<file path="src/rtl/posted_wbuf.sv">
module posted_wbuf #(
  parameter int AW = 32,
  parameter int DW = 32
) (
  input  logic            clk,
  input  logic            rst_n,
  input  logic            bus_grant,
  input  logic            req_valid,
  input  logic            req_write,
  input  logic            req_periph,
  input  logic            req_dma,
  input  logic [AW-1:0]   req_addr,
  input  logic [DW-1:0]   req_wdata,
  input  logic [DW/8-1:0] req_be,
  output logic            req_ack,
  output logic [DW-1:0]   req_rdata,
  output logic            per_req,
  output logic            per_write,
  output logic [AW-1:0]   per_addr,
  output logic [DW-1:0]   per_wdata,
  output logic [DW/8-1:0] per_be,
  input  logic [DW-1:0]   per_rdata,
  output logic            ext_req,
  output logic            ext_write,
  output logic            ext_dma,
  output logic [AW-1:0]   ext_addr,
  output logic [DW-1:0]   ext_wdata,
  output logic [DW/8-1:0] ext_be,
  input  logic            ext_done,
  input  logic [DW-1:0]   ext_rdata
);
  localparam int BW = DW / 8;

  logic          held;
  logic          held_dma;
  logic [AW-1:0] held_addr;
  logic [DW-1:0] held_data;
  logic [BW-1:0] held_be;

  logic owned, post_go, xrd_go;

  assign owned   = req_valid & bus_grant;
  assign post_go = owned & ~req_periph & req_write & ~held;
  assign xrd_go  = owned & ~req_periph & ~req_write & ~held;

  assign per_req   = owned & req_periph;
  assign per_write = req_write;
  assign per_addr  = req_addr;
  assign per_wdata = req_wdata;
  assign per_be    = req_be;

  assign ext_req   = held | xrd_go;
  assign ext_write = held;
  assign ext_dma   = held ? held_dma : req_dma;
  assign ext_addr  = held ? held_addr : req_addr;
  assign ext_wdata = held_data;
  assign ext_be    = held ? held_be : '0;

  assign req_ack   = per_req | post_go | (xrd_go & ext_done);
  assign req_rdata = req_periph ? per_rdata : ext_rdata;

  always_ff @(posedge clk or negedge rst_n) begin
    if (!rst_n) begin
      held      <= 1'b0;
      held_dma  <= 1'b0;
      held_addr <= '0;
      held_data <= '0;
      held_be   <= '0;
    end else if (post_go) begin
      held      <= 1'b1;
      held_dma  <= req_dma;
      held_addr <= req_addr;
      held_data <= req_wdata;
      held_be   <= req_be;
    end else if (held && ext_done) begin
      held      <= 1'b0;
    end
  end
endmodule

</file>
<file path="config.mk">
export PLATFORM = sky130hd
export DESIGN_NAME = posted_wbuf
export DESIGN_NICKNAME = d
export VERILOG_FILES = /design/src/rtl/posted_wbuf.sv
export SDC_FILE = /design/constraint.sdc
export NUM_CORES = 1
export LEC_CHECK = 0
export BUFFER_PORTS_ARGS = -buffer_cell sky130_fd_sc_hd__clkbuf_2
export CAP_MARGIN = 20
export CORE_AREA = 2 2 123 125
export DETAILED_ROUTE_END_ITERATION = 10
export DIE_AREA = 0 0 125 127
export GPL_TIMING_DRIVEN = 0
export PLACE_DENSITY = 0.58
export SLEW_MARGIN = 20
export SYNTH_ARGS = -nofsm -noshare
export SYNTH_HDL_FRONTEND = slang
export SYNTH_SLANG_ARGS = --single-unit
</file>
<file path="constraint.sdc">
create_clock -name clk -period 2.2 [get_ports clk]
set_input_delay 0.11 -clock clk [delete_from_list [all_inputs] [get_ports clk]]
set_output_delay 0.11 -clock clk [all_outputs]
set_load 0.005 [all_outputs]
</file>
==> out/metrics.yaml <==
ys_warn_count: 0
path_clk_slew_ns: 0.06
slew_viol_final: 0
period_needed_ns: 2.062
grt_max_degree: 50
die_y_um: 127
clock_skew_ns: 0.003975
slew_headroom: 0.4424
endpoint_kind: "output port"
synth_fp_nets: 441
cts_tree: "yes"
critPathRequiredTime_ns: 2.09
remaining_drc_errors: 0
drive_above_1_share: 0.8404
core_um2: 14420
drv_cap: 0
setup_viol: 0
vdd_ir_drop_max_mv: 0.3169
io_pins: 314
fin_nets: 768
final-hold-violation-count: 0
drtPass1Iterations: 4
ys_ff_latch: 70
post-route-period-util: 0.9374
criticalPathCategory: "reg -> out"
vias: 3460
numCtsBuffers: 9
netlist_instances: 301
root_buffer: "clkbuf_16"
worstSkewPairLatency_ns: 0.33
worst-endpoint-arrival_ns: 1.95
hold_class: "in -> reg"
grt_setup_unrepaired: "no"
cts_max_path_buffers: 2
first_global_vias: 3495
port_buffers: 312
die_area_um2: 15880
core.rowCount: 44
postRouteAntennaNets: 0
initial_utilization: 0.2759
final_cells: 817
power_leakage_nw: 3.284
antenna_found_initial: 0
critPathLaunchType: "flip-flop"
outcome: "finished, final reports clean"
areaGrowthSynthToFinish_pct: 54.45
post_cts_buffers: 0
die_w_um: 125
power.density_nw_per_um2: 716.7
seqCellArea_um2: 1752
h-tree-depth: 3
via_per_inst: 4.235
grt_overflow: 0
wire_per_inst_um: 14.31
avgSynthCellArea_um2: 13.22
drt-initial-drc-count: 58
multiInputGateArea_um2: 1590
antenna_cells: 0
grt.total_usage: 0.1423
cp_max_fo: 10
clock_sinks: 70
fmax_mhz: 484.9
wl_um: 11700
tightest_slew_ns: 0.8329
synth_seq_area_share: 0.4401
dpl.hpwl_um: 9820
gp_congestion: 0.8676
tns_ns: 0
dp_cells: 798
grt_pass1_wl_um: 17590
nFillCells: 1434
synthesis.area_um2: 3980
synth.distinct_cells: 17
report_power, final:
group          total, W  switching [W]  internal (W)
Sequential      0.00174       0.000141       0.00160
Combinational   0.00113       0.000426      0.000703
Clock           0.00153       0.000549      0.000985
Total           0.00441        0.00112       0.00329
synthesized netlist by cell type (all sizes together):
library cell	instances	area share
mux2	134	0.38
buf	82	0.16
dfrtp	70	0.44
and2	4	0.0063
clkbuf	2	0.0019
inv	2	0.0019
a21oi	1	0.0013
nand2	1	0.00094
nor2	1	0.00094
nor4b	1	0.0060
o21ai	1	0.0013
o21bai	1	0.0019
o31ai	1	0.0019
sequential cells by signal (all words and copies together), names as in the netlist:
| name | count |
|---|---|
| ext_wdata | 32 |
| held_addr | 32 |
| held_be | 4 |
| held_dma | 1 |
| ext_write | 1 |
final timing paths:
check,slack (ns),endpoint,start,depth (start not counted)
max in group asynchronous,1.38,ext_wdata[2],rst_n,3
hold / removal,0.03,ext_wdata[18],req_wdata[18],2
setup reg to reg,0.33,held_addr[11],ext_write,3
min in group asynchronous,0.26,held_addr[21],rst_n,2
setup / recovery,0.14,ext_addr[26],ext_write,4
hold reg to reg,0.48,held_be[3],held_be[3],1
layout by cell type, fill, tap and decap left out, drive strengths merged:
cell	count
nor4b	1
clkbuf	323
nand2	1
buf	83
dfrtp	70
o31ai	1
inv	2
o21bai	1
bufinv	2
o21ai	1
mux2	134
a21oi	1
and2	4
nor2	1
clkinv	5
dlygate4sd3	3
stage by stage:
| step | util | total power, W | worst slack [ns] | hold WS, ns | cell area (um^2) |
|---|---|---|---|---|---|
| CTS | 0.4262 | 0.004495 | 0.07548 | 0.007096 | 6147 |
| global placement | 0.4002 | 0.002883 | 0.2244 | 0.3042 | 5772 |
| floorplan | - | 0.002311 | 0.6459 | -0.1856 | 3980 |
| finish | 0.4262 | 0.004406 | 0.1377 | 0.02539 | 6147 |
| detailed placement | 0.4022 | 0.002921 | 0.2265 | 0.06634 | 5802 |
| global route | 0.4262 | 0.004650 | 0.01988 | 0.01833 | 6147 |
timing repair:
item                                   in CTS  in global routing
setup endpoints to repair                   7                  0
gates resized for setup                     1                  0
hold buffers                                3                  0
endpoints found under the hold margin      23                  0
final cells by class:
class	count	share of cell area
sequential	70	0.2850
timing repair buffer	316	0.2638
multi-input combinational	145	0.2587
buffer	84	0.1028
tap	184	0.03745
clock buffer	9	0.03664
clock inverter	7	0.01445
inverter	2	0.001221
worst max-delay path, stage by stage (launching register included):
cell	delay, ns
dfrtp_1	0.43
buf_2	0.33
clkbuf_2	0.36
mux2_2	0.38
clkbuf_2	0.12
per-layer routing:
metal	GRT usage	share of wire
met1	0.1526	0.37
met5	0	0
met3	0.03936	0.082
met2	0.2631	0.53
met4	0.06078	0.018
kinds of logic after synthesis:
| logic type | Yosys count | synth area share |
|---|---|---|
| AO/OA/AOI/OAI | 4 | 0.006286 |
| buffers and inverters | 86 | 0.1603 |
| flip-flops | 70 | 0.4401 |
| multiplexers | 134 | 0.3791 |
| AND/OR/NAND/NOR | 7 | 0.01414 |
Note: power is estimated with default switching activity, not from simulation.
